[src/rtl/bsrch_pkg.sv]
`timescale 1ns/1ps
package bsrch_pkg;
    localparam int unsigned CODE_W_DEF = 7;
    localparam int unsigned FRAC_W_DEF = 7;
    localparam int unsigned CNT_W_DEF  = 12;

    typedef enum logic [1:0] {
        ST_IDLE  = 2'd0,
        ST_ISSUE = 2'd1,
        ST_WAIT  = 2'd2
    } srch_state_e;

    // Outcome of one comparison step
    typedef struct packed {
        logic too_slow;   // measured count below target
        logic accept;     // result taken this cycle
    } step_evt_t;
endpackage

[src/rtl/bs_err_calc.sv]
`timescale 1ns/1ps
module bs_err_calc #(
    parameter int unsigned CNT_W  = bsrch_pkg::CNT_W_DEF,
    parameter int unsigned FRAC_W = bsrch_pkg::FRAC_W_DEF,
    localparam int unsigned TGT_W = CNT_W + FRAC_W,
    localparam int unsigned ERR_W = TGT_W + 1
) (
    input  logic [CNT_W-1:0] cnt_i,
    input  logic [TGT_W-1:0] target_i,
    output logic             neg_o,
    output logic [ERR_W-1:0] mag_o
);
    logic signed [ERR_W-1:0] scaled_s;
    logic signed [ERR_W-1:0] tgt_s;
    logic signed [ERR_W-1:0] diff_s;

    always_comb begin
        scaled_s = signed'({1'b0, cnt_i, {FRAC_W{1'b0}}});
        tgt_s    = signed'({1'b0, target_i});
        diff_s   = scaled_s - tgt_s;
        neg_o    = diff_s[ERR_W-1];
        mag_o    = neg_o ? unsigned'(-diff_s) : unsigned'(diff_s);
    end
endmodule

[src/rtl/bs_best_track.sv]
`timescale 1ns/1ps
module bs_best_track #(
    parameter int unsigned CODE_W = bsrch_pkg::CODE_W_DEF,
    parameter int unsigned ERR_W  = 20
) (
    input  logic              clk,
    input  logic              rst,
    input  logic              accept_i,
    input  logic              first_i,
    input  logic [ERR_W-1:0]  mag_i,
    input  logic [CODE_W-1:0] code_i,
    output logic [CODE_W-1:0] best_code_o
);
    logic [ERR_W-1:0]  best_mag_q;
    logic [CODE_W-1:0] best_code_q;
    logic              take;

    // strict less-than keeps the earlier code on a tie
    assign take = accept_i && (first_i || (mag_i < best_mag_q));

    always_ff @(posedge clk) begin
        if (rst) begin
            best_mag_q  <= '0;
            best_code_q <= '0;
        end else if (take) begin
            best_mag_q  <= mag_i;
            best_code_q <= code_i;
        end
    end

    assign best_code_o = best_code_q;
endmodule

[src/rtl/bs_sar_ctrl.sv]
`timescale 1ns/1ps
module bs_sar_ctrl #(
    parameter int unsigned CODE_W = bsrch_pkg::CODE_W_DEF,
    localparam int unsigned BIT_W = $clog2(CODE_W)
) (
    input  logic              clk,
    input  logic              rst,
    input  logic              start_i,
    input  logic              meas_vld_i,
    input  logic              too_slow_i,
    output logic [CODE_W-1:0] code_o,
    output logic              meas_req_o,
    output logic              accept_o,
    output logic              first_o,
    output logic              busy_o,
    output logic              done_o
);
    import bsrch_pkg::*;

    localparam logic [CODE_W-1:0] MSB_CODE = {1'b1, {(CODE_W-1){1'b0}}};
    localparam logic [BIT_W-1:0]  TOP_BIT  = BIT_W'(CODE_W - 1);

    srch_state_e       state_q;
    logic [CODE_W-1:0] code_q, code_n;
    logic [BIT_W-1:0]  bit_q;
    logic              first_q;
    logic              done_q;
    step_evt_t         evt;

    always_comb begin
        evt.accept   = (state_q == ST_WAIT) && meas_vld_i;
        evt.too_slow = too_slow_i;
        code_n = code_q;
        if (evt.too_slow) code_n[bit_q] = 1'b0;
        if (bit_q != '0)  code_n[bit_q - 1'b1] = 1'b1;
    end

    always_ff @(posedge clk) begin
        if (rst) begin
            state_q <= ST_IDLE;
            code_q  <= '0;
            bit_q   <= '0;
            first_q <= 1'b0;
            done_q  <= 1'b0;
        end else begin
            case (state_q)
                ST_IDLE: begin
                    if (start_i) begin
                        state_q <= ST_ISSUE;
                        code_q  <= MSB_CODE;
                        bit_q   <= TOP_BIT;
                        first_q <= 1'b1;
                        done_q  <= 1'b0;
                    end
                end
                ST_ISSUE: state_q <= ST_WAIT;
                ST_WAIT: begin
                    if (evt.accept) begin
                        first_q <= 1'b0;
                        code_q  <= code_n;
                        if (bit_q == '0) begin
                            state_q <= ST_IDLE;
                            done_q  <= 1'b1;
                        end else begin
                            state_q <= ST_ISSUE;
                            bit_q   <= bit_q - 1'b1;
                        end
                    end
                end
                default: state_q <= ST_IDLE;
            endcase
        end
    end

    assign code_o     = code_q;
    assign meas_req_o = (state_q == ST_ISSUE);
    assign accept_o   = evt.accept;
    assign first_o    = first_q;
    assign busy_o     = (state_q != ST_IDLE);
    assign done_o     = done_q;
endmodule

[src/rtl/capbank_min_err_search.sv]
`timescale 1ns/1ps
module capbank_min_err_search #(
    parameter int unsigned CODE_W = bsrch_pkg::CODE_W_DEF,
    parameter int unsigned CNT_W  = bsrch_pkg::CNT_W_DEF,
    parameter int unsigned FRAC_W = bsrch_pkg::FRAC_W_DEF,
    localparam int unsigned TGT_W = CNT_W + FRAC_W,
    localparam int unsigned ERR_W = TGT_W + 1
) (
    input  logic              clk,
    input  logic              rst,
    input  logic              start_i,
    input  logic [TGT_W-1:0]  target_i,
    output logic              meas_req_o,
    input  logic              meas_vld_i,
    input  logic [CNT_W-1:0]  meas_cnt_i,
    output logic [CODE_W-1:0] code_o,
    output logic              done_o,
    output logic [CODE_W-1:0] final_code_o
);
    logic              too_slow;
    logic [ERR_W-1:0]  mag;
    logic [CODE_W-1:0] sar_code;
    logic [CODE_W-1:0] best_code;
    logic              accept;
    logic              first;
    logic              busy;
    logic              done;

    bs_err_calc #(.CNT_W(CNT_W), .FRAC_W(FRAC_W)) u_err (
        .cnt_i    (meas_cnt_i),
        .target_i (target_i),
        .neg_o    (too_slow),
        .mag_o    (mag)
    );

    bs_sar_ctrl #(.CODE_W(CODE_W)) u_ctrl (
        .clk        (clk),
        .rst        (rst),
        .start_i    (start_i),
        .meas_vld_i (meas_vld_i),
        .too_slow_i (too_slow),
        .code_o     (sar_code),
        .meas_req_o (meas_req_o),
        .accept_o   (accept),
        .first_o    (first),
        .busy_o     (busy),
        .done_o     (done)
    );

    bs_best_track #(.CODE_W(CODE_W), .ERR_W(ERR_W)) u_best (
        .clk         (clk),
        .rst         (rst),
        .accept_i    (accept),
        .first_i     (first),
        .mag_i       (mag),
        .code_i      (sar_code),
        .best_code_o (best_code)
    );

    assign code_o       = done ? best_code : sar_code;
    assign done_o       = done;
    assign final_code_o = best_code;
endmodule

[config.mk]
export PLATFORM = sky130hd
export DESIGN_NAME = capbank_min_err_search
export DESIGN_NICKNAME = d
export VERILOG_FILES = /design/src/rtl/bsrch_pkg.sv /design/src/rtl/bs_err_calc.sv /design/src/rtl/bs_best_track.sv /design/src/rtl/bs_sar_ctrl.sv /design/src/rtl/capbank_min_err_search.sv
export SDC_FILE = /design/constraint.sdc
export NUM_CORES = 1
export LEC_CHECK = 0
export BUFFER_PORTS_ARGS = -buffer_cell sky130_fd_sc_hd__clkbuf_2
export CORE_ASPECT_RATIO = 0.75
export CORE_MARGIN = 2
export CORE_UTILIZATION = 55
export CTS_CLUSTER_DIAMETER = 200
export DETAILED_ROUTE_END_ITERATION = 10
export PLACE_DENSITY = 0.77
export SLEW_MARGIN = 20
export SYNTH_ARGS = -nofsm -noshare
export SYNTH_HDL_FRONTEND = slang
export SYNTH_SLANG_ARGS = --single-unit
[constraint.sdc]
create_clock -name clk -period 14.23 [get_ports clk]
set_clock_uncertainty 0.15 [all_clocks]
set_input_delay 2.846 -clock clk [delete_from_list [all_inputs] [get_ports clk]]
set_output_delay 2.846 -clock clk [all_outputs]
set_load 0.03 [all_outputs]
==> results of run 1 <==
-- critical path, stage by stage --
cell and delay, ns:
clkbuf_2 0.07, inv_1 0.03, ha_1 0.33, a21oi_1 0.38, o31a_1 0.32, o211ai_1 0.15, a21oi_1 0.84, xnor2_1 0.19
nor2_1 0.06, or3_1 0.35, nand2_1 0.09, ha_1 0.24, a21o_1 0.18, a211oi_1 0.23, o211ai_1 0.13, a211o_1 0.31
a31oi_4 0.19, clkinv_1 0.30, nor4b_1 0.39, o21a_1 0.14
-- area by class of cell --
class                      count  share of cell area
clock buffer                   7              0.0214
inverter                      48              0.0448
multi-input combinational    359               0.641
sequential                    41               0.204
tap                           81              0.0252
timing repair buffer          51              0.0640
-- synthesized netlist by cell type (all sizes together), types with 3 or more instances --
cell,n,area (sq um)
nand4,5,31.3
o31ai,3,22.5
nor3,14,75.1
mux2i,22,220
xor2,8,70.1
mux2,9,101
nor4,7,43.8
o2111ai,3,26.3
nor2b,4,25.0
a32o,4,40.0
dfxtp,41,821
nand2b,3,18.8
a21oi,30,150
nand2,24,90.1
o21ba,4,40.0
clkbuf,19,71.3
nand3b,3,22.5
o211ai,4,30.0
o21a,9,67.6
a31oi,4,25.0
nor2,51,191
o21ai,30,150
nor3b,5,37.5
buf,4,25.0
a21o,7,52.6
inv,47,176
xnor2,24,210
or3,4,25.0
nand3,8,40.0
ha,34,425
-- flip-flops by register name, summed over array words and instances, names as in the netlist --
name and cells:
u_best.best_mag_q 20, u_ctrl.bit_q 3, u_ctrl.state_q 2, u_ctrl.done_o 1, u_ctrl.first_o 1, u_best.best_code_o 7, u_ctrl.code_o 7
-- how the worst max path moves through the flow --
stage,endpoint,slack [ns]
detailed placement,u_best.best_mag_q[19]$_SDFFE_PP0P_,6.25
CTS,u_best.best_mag_q[19]$_SDFFE_PP0P_,6.56
finish,u_best.best_mag_q[19]$_SDFFE_PP0P_,6.55
floorplan,u_best.best_code_o[6]$_SDFFE_PP0P_,6.95
global placement,u_best.best_mag_q[19]$_SDFFE_PP0P_,6.53
global route,u_best.best_mag_q[6]$_SDFFE_PP0P_,6.07
-- stage by stage --
stage,worst slack (ns),power (mW),area [sq um]
after global routing,6.07,0.379,4030
after floorplan,6.95,0.239,3660
final,6.55,0.355,4030
after CTS,6.56,0.354,4030
after global placement,6.53,0.270,3940
after detailed placement,6.25,0.275,3940
-- metal layers --
layer,GRT usage,vias up,share of wire
li1,-,1746,-
met1,0.331,1580,0.51
met2,0.375,99,0.43
met3,0.0399,9,0.049
met4,0.0518,0,0.0082
met5,0,-,0
-- where the power goes --
| group | leakage [nW] | switching, mW | internal, mW |
|---|---|---|---|
| registers | 0.332 | 0.00409 | 0.118 |
| logic | 1.23 | 0.0897 | 0.0638 |
| clock network | 0.0443 | 0.0409 | 0.0386 |
| total | 1.61 | 0.135 | 0.221 |
-- kinds of logic (layout without fill, tap and decap cells) --
kind of cell / count (synthesis) / count (layout)
buffers and inverters: 71 / 106
XOR/XNOR: 32 / 32
adder cells (fa/ha/maj): 34 / 34
flip-flops: 41 / 41
AND/OR/NAND/NOR: 141 / 141
multiplexers: 31 / 31
AO/OA/AOI/OAI: 121 / 121
==> results_tabular.tex, run 1 <==
\begin{tabular}{lr}
\hline
Metric & Value \\
\hline
\multicolumn{2}{l}{\textbf{Status}} \\
Result of the run & finished clean \\
\multicolumn{2}{l}{\textbf{Logic synthesis}} \\
Proportion of register bits with asynchronous set or reset after synthesis & 0 \\
Share of the synthesized area in compound gates (AO/OA/AOI/OAI) & 0.227 \\
Combinational family with the most area after synthesis & compound AO/OA/AOI/OAI gates \\
Warnings, synthesis & 0 \\
Synthesized area & between 0.003 and 0.004 sq mm \\
XOR/XNOR share of the synthesized area & 0.0766 \\
Proportion of synthesized area in mux cells & 0.0878 \\
Flops \& latches, synth & 41 \\
Number of enable-type register cells in the synthesized netlist & 0 \\
Avg Synthesized Cell Area & just under 8 sq um \\
Top\_reg\_cell synth & dfxtp\_1 \\
Cell count after synthesis & approximately 470 \\
Fraction of the yosys area taken by sequential cells & 0.224 \\
Synthesized-area fraction occupied by and/or/nand/nor cells & 0.192 \\
Adder-Cell Fraction of Synth Area & 0.116 \\
Number of distinct library cells after synthesis & just over 60 \\
Number of nets produced by synthesis & 540 \\
\multicolumn{2}{l}{\textbf{Worst setup path}} \\
Timing startpoint of the critical path & target\_i[8] \\
Critical path required time & 14.33 ns \\
Type of the worst setup path & input port to flop \\
Reg2Reg Capture Point & u\_best.best\_mag\_q[19]\$\_SDFFE\_PP0P\_ \\
Crit path arrival time & between 7 and 8 ns \\
Kind of end point of the critical path & flop \\
Origin of the critical flop-to-flop path & u\_best.best\_mag\_q[11]\$\_SDFFE\_PP0P\_ \\
Largest fanout of any net on the critical path & 14 \\
Number of cells on the worst reg-to-reg path & 10 \\
Flop2flop setup slack & 11.46 ns \\
Startpoint type of the worst setup path & input port \\
\multicolumn{2}{l}{\textbf{Clocking}} \\
CTS H-Tree Depth & 2 \\
Clock net sink count & approximately 40 \\
Clock tree from TritonCTS & done \\
TritonCTS Buffers & 5 \\
Skew-Pair Late Insertion Delay & roughly 0.3 ns \\
Count of hold-fix buffers inserted at cts & 0 \\
Clock Tree Root & clkbuf\_8 \\
Number of buffers on the longest clock path & 2 \\
Setup Fix Bufs, Post-CTS & 0 \\
Number of instances resized during post-cts repair & 0 \\
Clock-pin transition on the worst setup and hold timing paths & $\sim$0.080 ns \\
\multicolumn{2}{l}{\textbf{Cells and area}} \\
Layout Area Growth over Synthesis & 9.95\% \\
Fillcell total & about 590 \\
Proportion of layout cells with a drive suffix above 1 & 0.154 \\
Footprint of the multi-input gates & 0.00258 sq mm \\
Highest-count cells in the layout ignoring fill and taps & nor2\_1 (51), clkbuf\_2 (50), inv\_1 (47) \\
Non-filler cells in the finished layout & $\sim$590 \\
Leading cell type in the layout, fill and taps excluded & nor2\_1 \\
Ant diodes & 0 \\
Sequential standard cell area & roughly 800 sq um \\
Final core area utilization & 0.631 \\
Total Nets Final & approximately 580 \\
\multicolumn{2}{l}{\textbf{Routing}} \\
Number of design-rule violations left by the first detailed-router iteration & 232 \\
First-pass iteration count of the detailed router & 5 \\
Post-DR wirelength/cell & 14.5 um \\
Total vias in the final route & 3434 \\
Ratio of routed vias to standard cells & between 5 and 6 \\
Residual DRC & 0 \\
DRT antenna net count & 0 \\
Routed WL & roughly 8500 um \\
\multicolumn{2}{l}{\textbf{Min path}} \\
Worst Hold Endpoint & u\_best.best\_mag\_q[4]\$\_SDFFE\_PP0P\_ \\
Startpoint of the lowest-slack hold path & u\_best.best\_mag\_q[4]\$\_SDFFE\_PP0P\_ \\
Class of the most critical hold timing path & flop to flop \\
Worst Hold Depth & 2 \\
\multicolumn{2}{l}{\textbf{Floorplanning}} \\
Overall die area & 0.00733 sq mm \\
Total I/O pin count & approximately 50 \\
Cell Rows & 25 \\
Floorplan die width & between 90 and 100 um \\
Core area & $\sim$0.0064 sq mm \\
Initial Utilization & 0.574 \\
Die boundary height & 74.7 um \\
\multicolumn{2}{l}{\textbf{Timing}} \\
RSZ-0062 raised after global routing & false \\
Slew @ Worst Pin & 1.06 ns \\
Share of the cycle needed by the critical path after routing & 0.540 \\
Post-Route Setup TNS & 0 ns \\
Relative slew slack & 0.295 \\
Final-layout worst hold slack & roughly 0.35 ns \\
Final count of negative-setup-slack endpoints & 0 \\
Final period demand of the worst path & between 7 and 8 ns \\
Slew Limit Fails & 0 \\
Count of endpoints failing hold in the final timing report & 0 \\
Max frequency & $\sim$130 MHz \\
\multicolumn{2}{l}{\textbf{Global routing}} \\
Remaining Overflow, GRT & 0 \\
Tot GR Track Use & 0.232 \\
Global-route wire length before repair & between 10000 and 15000 um \\
Largest net degree at the start of global routing & 33 \\
Initial antenna violation count & 0 \\
Via count of the first global-routing pass & 3068 \\
\multicolumn{2}{l}{\textbf{Power and ir drop}} \\
P per Cell Area & roughly 90 mW/mm\^{}2 \\
Max IR drop VDD & about 0.049 mV \\
Static power due to leakage & 1.61 nW \\
\multicolumn{2}{l}{\textbf{Placed design}} \\
Number of port buffers & 50 \\
HPWL reported at the end of detailed placement & 6610 um \\
Routability Congestion & approximately 0.88 \\
Post-placement cell count & 580 \\
\multicolumn{2}{l}{\textbf{Flow run}} \\
Max capacitance violation total & 0 \\
\hline
\end{tabular}
Note: power is estimated with default switching activity, not from simulation.
==> inputs of run 2 (changes only) <==
ABC_AREA = 1   (was not set)
clock period = 7.85 ns   (was 14.23 ns; I/O delays follow)
==> run 2 against run 1 <==
Compared with the run above: cell area up 1.7%; global-route usage about the same; sequential power up 84%; register-to-register slack worse by 6.5 ns; cell count up 27%; count of clock-buffer cells in the layout down 1; worst hold slack worse by 0.033 ns; largest cell class unchanged.
==> results_tabular.tex, run 2 <==
\begin{tabular}{lr}
\hline
Metric & Value \\
\hline
\multicolumn{2}{l}{\textbf{Logic synthesis}} \\
Proportion of synthesized area in mux cells & 0.0182 \\
Proportion of register bits with asynchronous set or reset after synthesis & 0 \\
Adder-Cell Fraction of Synth Area & 0.114 \\
Fraction of the yosys area taken by sequential cells & 0.221 \\
Number of nets produced by synthesis & between 600 and 700 \\
Leading post-synthesis cells by instance count & nand2\_1 (156), inv\_1 (109), nor2\_1 (77) \\
Synthesized-area fraction occupied by and/or/nand/nor cells & 0.355 \\
Cell count after synthesis & 618 \\
Proportion of netlist area held by the largest area contributor & 0.221 \\
Flops \& latches, synth & 41 \\
Synthesized area & around 0.0037 sq mm \\
Top cells by area in the synthesized netlist & dfxtp\_1 (22\%), nand2\_1 (16\%), ha\_1 (11\%) \\
Most area-hungry cell type in the Yosys netlist & dfxtp\_1 \\
Number of distinct library cells after synthesis & 38 \\
Number of enable-type register cells in the synthesized netlist & 0 \\
XOR/XNOR share of the synthesized area & 0.0259 \\
Share of the synthesized area in compound gates (AO/OA/AOI/OAI) & 0.136 \\
Warnings, synthesis & 0 \\
Avg Synthesized Cell Area & approximately 6 sq um \\
Most instantiated library cell after synthesis & nand2\_1 \\
Combinational family with the most area after synthesis & simple AND/OR/NAND/NOR gates \\
Top\_reg\_cell synth & dfxtp\_1 \\
\multicolumn{2}{l}{\textbf{Worst setup path}} \\
Kind of end point of the critical path & flop \\
Startpoint type of the worst setup path & input port \\
Most numerous cell on the critical path & nand2\_1 \\
Origin of the critical flop-to-flop path & u\_best.best\_mag\_q[19]\$\_SDFFE\_PP0P\_ \\
Critical path required time & 7.89 ns \\
List of cells traversed by the critical path & clkbuf\_2 > inv\_1 > ha\_1 > a21oi\_1 > nor2\_1 > nor2\_1 > nand3\_2 > nand2\_2 > nand2\_2 > a21boi\_4 > o21ai\_0 > xor2\_1 > ha\_1 > nand2\_1 > o21a\_1 > o211ai\_1 > nand2\_1 > nand3\_1 > nand2\_1 > nand2\_1 > buf\_4 > inv\_1 > o21ai\_0 > nor2\_1 \\
Largest fanout of any net on the critical path & 33 \\
Crit path arrival time & approximately 6.0 ns \\
Crit path max-delay cell type & a21boi\_4 \\
Max stage delay on crit path & around 0.66 ns \\
Type of the worst setup path & input port to flop \\
Timing startpoint of the critical path & target\_i[12] \\
\multicolumn{2}{l}{\textbf{Timing}} \\
Final count of negative-setup-slack endpoints & 0 \\
Slew Limit Fails & 0 \\
Final period demand of the worst path & slightly below 6 ns \\
Count of endpoints failing hold in the final timing report & 0 \\
Max frequency & $\sim$170 MHz \\
Relative slew slack & 0.460 \\
Share of the cycle needed by the critical path after routing & 0.760 \\
Slew @ Worst Pin & a little over 0.8 ns \\
Worst setup slack after layout & 1.88 ns \\
RSZ-0062 raised after global routing & false \\
Post-Route Setup TNS & 0 ns \\
\multicolumn{2}{l}{\textbf{Global routing}} \\
Tot GR Track Use & 0.232 \\
Remaining Overflow, GRT & 0 \\
Largest net degree at the start of global routing & 34 \\
Via count of the first global-routing pass & roughly 3300 \\
Initial antenna violation count & 0 \\
Global-route wire length before repair & approximately 14000 um \\
\multicolumn{2}{l}{\textbf{Clocking}} \\
Skew-Pair Late Insertion Delay & 0.30 ns \\
Clock tree from TritonCTS & done \\
Clock Tree Root & clkbuf\_8 \\
Clock net sink count & a little over 40 \\
Clock-pin transition on the worst setup and hold timing paths & around 0.080 ns \\
CTS H-Tree Depth & 2 \\
TritonCTS Buffers & 5 \\
Number of buffers on the longest clock path & 2 \\
Setup Fix Bufs, Post-CTS & 0 \\
Count of hold-fix buffers inserted at cts & 0 \\
Number of instances resized during post-cts repair & 0 \\
\multicolumn{2}{l}{\textbf{Power and ir drop}} \\
Net Sw Frac & 0.392 \\
Static power due to leakage & 2.17 nW \\
Power, Total & around 0.61 mW \\
P per Cell Area & roughly 150 mW/mm\^{}2 \\
Int Pwr & about 0.37 mW \\
Clock group share of total power & 0.225 \\
Max IR drop VDD & between 0.08 and 0.09 mV \\
Relative contribution of sequential cells to total power & 0.367 \\
Net switching power of the design & between 0.2 and 0.25 mW \\
Combinational share of power & 0.408 \\
\multicolumn{2}{l}{\textbf{Placed design}} \\
Number of port buffers & 50 \\
Placement-stage worst setup slack & between 1.5 and 2 ns \\
Routability Congestion & $\sim$0.90 \\
HPWL reported at the end of detailed placement & 6600 um \\
Cell area reported after detailed placement & around 0.004 sq mm \\
\multicolumn{2}{l}{\textbf{Floorplanning}} \\
Total I/O pin count & 51 \\
Die boundary height & 75.2 um \\
Core area & about 0.0064 sq mm \\
Cell Rows & 25 \\
Overall die area & 0.00745 sq mm \\
Initial Utilization & 0.580 \\
Floorplan die width & $\sim$100 um \\
\multicolumn{2}{l}{\textbf{Min path}} \\
Class of the most critical hold timing path & flop to flop \\
Startpoint of the lowest-slack hold path & u\_ctrl.first\_o\$\_SDFFE\_PP0P\_ \\
\multicolumn{2}{l}{\textbf{Cells and area}} \\
Flip-flop count of the largest register, all copies and words added & 20 \\
Final core area utilization & 0.638 \\
Layout Cell Area excl Fill & about 0.0041 sq mm \\
Highest-count cells in the layout ignoring fill and taps & nand2\_1 (156), inv\_1 (109), nor2\_1 (77) \\
Ant diodes & 0 \\
Proportion of layout cells with a drive suffix above 1 & 0.125 \\
Total Nets Final & 730 \\
Register containing the most flip-flops in the final layout & u\_best.best\_mag\_q \\
Layout Area Growth over Synthesis & 9.95\% \\
Leading cell type in the layout, fill and taps excluded & nand2\_1 \\
\multicolumn{2}{l}{\textbf{Routing}} \\
Routed WL & 8470 um \\
First-pass iteration count of the detailed router & 7 \\
Number of design-rule violations left by the first detailed-router iteration & $\sim$310 \\
Post-DR wirelength/cell & $\sim$11 um \\
DRT antenna net count & 0 \\
Total vias in the final route & 3861 \\
Ratio of routed vias to standard cells & $\sim$5.2 \\
Residual DRC & 0 \\
\multicolumn{2}{l}{\textbf{Status}} \\
Result of the run & finished clean \\
\multicolumn{2}{l}{\textbf{Flow run}} \\
Max capacitance violation total & 0 \\
\hline
\end{tabular}
-- run 2: path summary, 6_finish.rpt --
| path | depth (start not counted) | slack (ns) | endpoint |
|---|---|---|---|
| hold / removal | 2 | 0.32 | u_ctrl.first_o$_SDFFE_PP0P_ |
| hold reg to reg | 2 | 0.32 | u_ctrl.first_o$_SDFFE_PP0P_ |
| setup reg to reg | 14 | 5.01 | u_best.best_mag_q[2]$_SDFFE_PP0P_ |
| setup / recovery | 24 | 1.88 | u_best.best_mag_q[2]$_SDFFE_PP0P_ |
-- run 2: cell type report --
type	count	area [sq um]
clock buffer	6	72.6
timing repair buffer	51	258
sequential	41	821
inverter	110	413
multi-input combinational	452	2420
clock inverter	2	10.0
fill	659	2320
tap	81	101
-- run 2: cell families (layout without fill, tap and decap cells) --
family                     after synthesis  after routing
buffers and inverters                  125            169
DFF                                     41             41
AOI/OAI and AO/OA                       91             91
and+or+nand+nor                        310            310
xor gates and xnor gates                11             11
adders and majority gates               34             34
muxes                                    6              6
-- run 2: power by group through the flow --
stage | registers [mW] | clock network (mW) | logic [mW]
after floorplan | 0.229 | 0 | 0.192
after global placement | 0.228 | 0 | 0.238
after detailed placement | 0.229 | 0 | 0.244
after CTS | 0.224 | 0.139 | 0.246
after global routing | 0.225 | 0.147 | 0.286
final | 0.224 | 0.137 | 0.248
-- run 2: layer usage --
metal / GRT usage / share of wire
met1: 0.349 / 0.52
met2: 0.349 / 0.40
met3: 0.0344 / 0.060
met4: 0.0594 / 0.012
met5: 0 / 0
-- run 2: stage by stage --
step | hold slack [ns] | cells
2_1_floorplan | 0.291 | 618
3_3_place_gp | 0.305 | 735
3_5_place_dp | 0.306 | 735
4_1_cts | 0.319 | 743
5_1_grt | 0.358 | 743
6_report | 0.319 | 743
-- run 2: critical path: cells and delay by family --
| family | cells | cell delay (ns) |
|---|---|---|
| AO/OA/AOI/OAI | 6 | 1.85 |
| AND/OR/NAND/NOR | 11 | 0.89 |
| buffers and inverters | 4 | 0.82 |
| adder cells (fa/ha/maj) | 2 | 0.63 |
| XOR/XNOR | 1 | 0.22 |
==> inputs of run 3 (changes only) <==
clock period = 5.99 ns   (was 7.85 ns; I/O delays follow)
==> run 3 against run 2 <==
Compared with the run above: non-clock buffer count is 2 higher; core utilization is 0.76 points higher; worst hold slack worse by 0.0013 ns; global-route usage is 0.64 points higher; cell area is 1.2% higher; count of clock-buffer cells in the layout is 1 higher; first-iteration DRC count is 0.32% higher; cell count is 0.27% higher; wire length is 0.26% lower; register-to-register slack worse by 1.3 ns; critical endpoint is now u_best.best_mag_q[14]$_SDFFE_PP0P_; largest power group unchanged.
==> results_tabular.tex, run 3 (same netlist as run 2, synthesis figures left out) <==
\begin{tabular}{lr}
\hline
Metric & Value \\
\hline
\multicolumn{2}{l}{\textbf{Timing}} \\
RSZ-0062 raised after global routing & false \\
Slew Limit Fails & 0 \\
Relative slew slack & 0.532 \\
Max frequency & $\sim$210 MHz \\
Post-Route Setup TNS & 0 ns \\
Count of endpoints failing hold in the final timing report & 0 \\
Slew @ Worst Pin & about 0.7 ns \\
Final period demand of the worst path & approximately 4.9 ns \\
Worst setup slack after layout & approximately 1.1 ns \\
Share of the cycle needed by the critical path after routing & 0.812 \\
Final count of negative-setup-slack endpoints & 0 \\
\multicolumn{2}{l}{\textbf{Min path}} \\
Worst Hold Depth & 2 \\
Startpoint of the lowest-slack hold path & u\_ctrl.first\_o\$\_SDFFE\_PP0P\_ \\
Worst Hold Endpoint & u\_ctrl.first\_o\$\_SDFFE\_PP0P\_ \\
Class of the most critical hold timing path & flop to flop \\
\multicolumn{2}{l}{\textbf{Floorplanning}} \\
Total I/O pin count & a little over 50 \\
Floorplan die width & between 90 and 100 um \\
Cell Rows & 25 \\
Die boundary height & approximately 75 um \\
Initial Utilization & 0.580 \\
Overall die area & about 0.0074 sq mm \\
Core area & between 0.006 and 0.007 sq mm \\
\multicolumn{2}{l}{\textbf{Clocking}} \\
Clock net sink count & between 40 and 50 \\
Clock-pin transition on the worst setup and hold timing paths & approximately 0.080 ns \\
Clock tree from TritonCTS & done \\
Setup Fix Bufs, Post-CTS & 0 \\
TritonCTS Buffers & 5 \\
CTS H-Tree Depth & 2 \\
Count of hold-fix buffers inserted at cts & 0 \\
Number of instances resized during post-cts repair & 0 \\
Skew-Pair Late Insertion Delay & 0.29 ns \\
Clock Tree Root & clkbuf\_8 \\
Number of buffers on the longest clock path & 2 \\
\multicolumn{2}{l}{\textbf{Placed design}} \\
Number of port buffers & 50 \\
Placement-stage worst setup slack & $\sim$0.84 ns \\
HPWL reported at the end of detailed placement & approximately 6600 um \\
Routability Congestion & roughly 0.92 \\
\multicolumn{2}{l}{\textbf{Cells and area}} \\
Proportion of layout cells with a drive suffix above 1 & 0.128 \\
Layout Area Growth over Synthesis & 11.3\% \\
Highest-count cells in the layout ignoring fill and taps & nand2\_1 (156), inv\_1 (109), nor2\_1 (77) \\
Leading cell type in the layout, fill and taps excluded & nand2\_1 \\
Total Nets Final & approximately 730 \\
Flip-flop count of the largest register, all copies and words added & 20 \\
Register containing the most flip-flops in the final layout & u\_best.best\_mag\_q \\
Ant diodes & 0 \\
\multicolumn{2}{l}{\textbf{Global routing}} \\
Tot GR Track Use & 0.239 \\
Via count of the first global-routing pass & 3408 \\
Remaining Overflow, GRT & 0 \\
Global-route wire length before repair & about 15000 um \\
Largest net degree at the start of global routing & 31 \\
Initial antenna violation count & 0 \\
\multicolumn{2}{l}{\textbf{Worst setup path}} \\
Reg2Reg Capture Point & u\_ctrl.code\_o[6]\$\_SDFFE\_PP0P\_ \\
Flop2flop setup slack & about 3.7 ns \\
Timing startpoint of the critical path & target\_i[12] \\
Startpoint type of the worst setup path & input port \\
Type of the worst setup path & input port to flop \\
Largest fanout of any net on the critical path & 30 \\
Crit path max-delay cell type & a21boi\_4 \\
Crit path arrival time & 4.91 ns \\
Max stage delay on crit path & approximately 0.52 ns \\
Origin of the critical flop-to-flop path & u\_ctrl.bit\_q[0]\$\_SDFFE\_PP0P\_ \\
Kind of end point of the critical path & flop \\
Most numerous cell on the critical path & nand2\_1 \\
Critical path required time & between 6 and 7 ns \\
Number of cells on the worst reg-to-reg path & 8 \\
\multicolumn{2}{l}{\textbf{Flow run}} \\
Max capacitance violation total & 0 \\
\multicolumn{2}{l}{\textbf{Power and ir drop}} \\
Static power due to leakage & approximately 2.2 nW \\
Max IR drop VDD & about 0.13 mV \\
P per Cell Area & between 200 and 250 mW/mm\^{}2 \\
\multicolumn{2}{l}{\textbf{Routing}} \\
Ratio of routed vias to standard cells & 5.16 \\
Routed WL & 8450 um \\
DRT antenna net count & 0 \\
First-pass iteration count of the detailed router & 6 \\
Total vias in the final route & just under 4000 \\
Number of design-rule violations left by the first detailed-router iteration & roughly 310 \\
Post-DR wirelength/cell & roughly 11 um \\
Residual DRC & 0 \\
\multicolumn{2}{l}{\textbf{Status}} \\
Result of the run & finished clean \\
\hline
\end{tabular}
[run 3: cell count changes in the layout (fill, tap and decap cells not counted)]
cell       previous run  this run
bufinv_16             0         1
clkinv_2              2         0
clkbuf_8              5         6
buf_4                 1         3
[run 3: area by class of cell]
class / count / area [sq um]
tap: 81 / 101
sequential: 41 / 821
multi-input combinational: 452 / 2420
clock inverter: 1 / 30.0
clock buffer: 7 / 86.3
timing repair buffer: 53 / 273
inverter: 110 / 413
fill: 611 / 2270
[run 3: layer usage]
layer / up-vias / track usage / part of all wire
met4: 0 / 0.0518 / 0.0080
met5: - / 0 / 0
met3: 9 / 0.0362 / 0.049
met1: 1698 / 0.338 / 0.52
li1: 2046 / - / -
met2: 91 / 0.390 / 0.42
[run 3: report_power, final]
group | total, mW | switching, mW | internal (mW)
Sequential | 0.293 | 0.00880 | 0.285
Clock | 0.234 | 0.0979 | 0.136
Combinational | 0.326 | 0.205 | 0.121
[run 3: metrics by stage]
step,total power [mW],area (sq um),hold WS [ns],utilization,std cells
floorplan,0.552,3720,0.291,-,618
global placement,0.611,4030,0.305,0.628,737
detailed placement,0.622,4030,0.310,0.628,737
CTS,0.857,4140,0.321,0.646,745
global route,0.925,4140,0.342,0.646,745
finish,0.854,4140,0.318,0.646,745
[run 3: how the worst max path moves through the flow]
stage / to / depth (start not counted)
final: u_best.best_mag_q[14]$_SDFFE_PP0P_ / 26
after global routing: u_best.best_mag_q[13]$_SDFFE_PP0P_ / 26
after CTS: u_best.best_mag_q[14]$_SDFFE_PP0P_ / 26
after detailed placement: u_best.best_mag_q[14]$_SDFFE_PP0P_ / 26
after global placement: u_best.best_mag_q[16]$_SDFFE_PP0P_ / 29
after floorplan: u_best.best_mag_q[17]$_SDFFE_PP0P_ / 26
[run 3: critical path, delay by kind of cell]
| family | cells | cell delay [ns] |
|---|---|---|
| buffers and inverters | 6 | 0.80 |
| AND/OR/NAND/NOR | 11 | 0.88 |
| adder cells (fa/ha/maj) | 2 | 0.63 |
| AO/OA/AOI/OAI | 6 | 1.24 |
| XOR/XNOR | 1 | 0.13 |
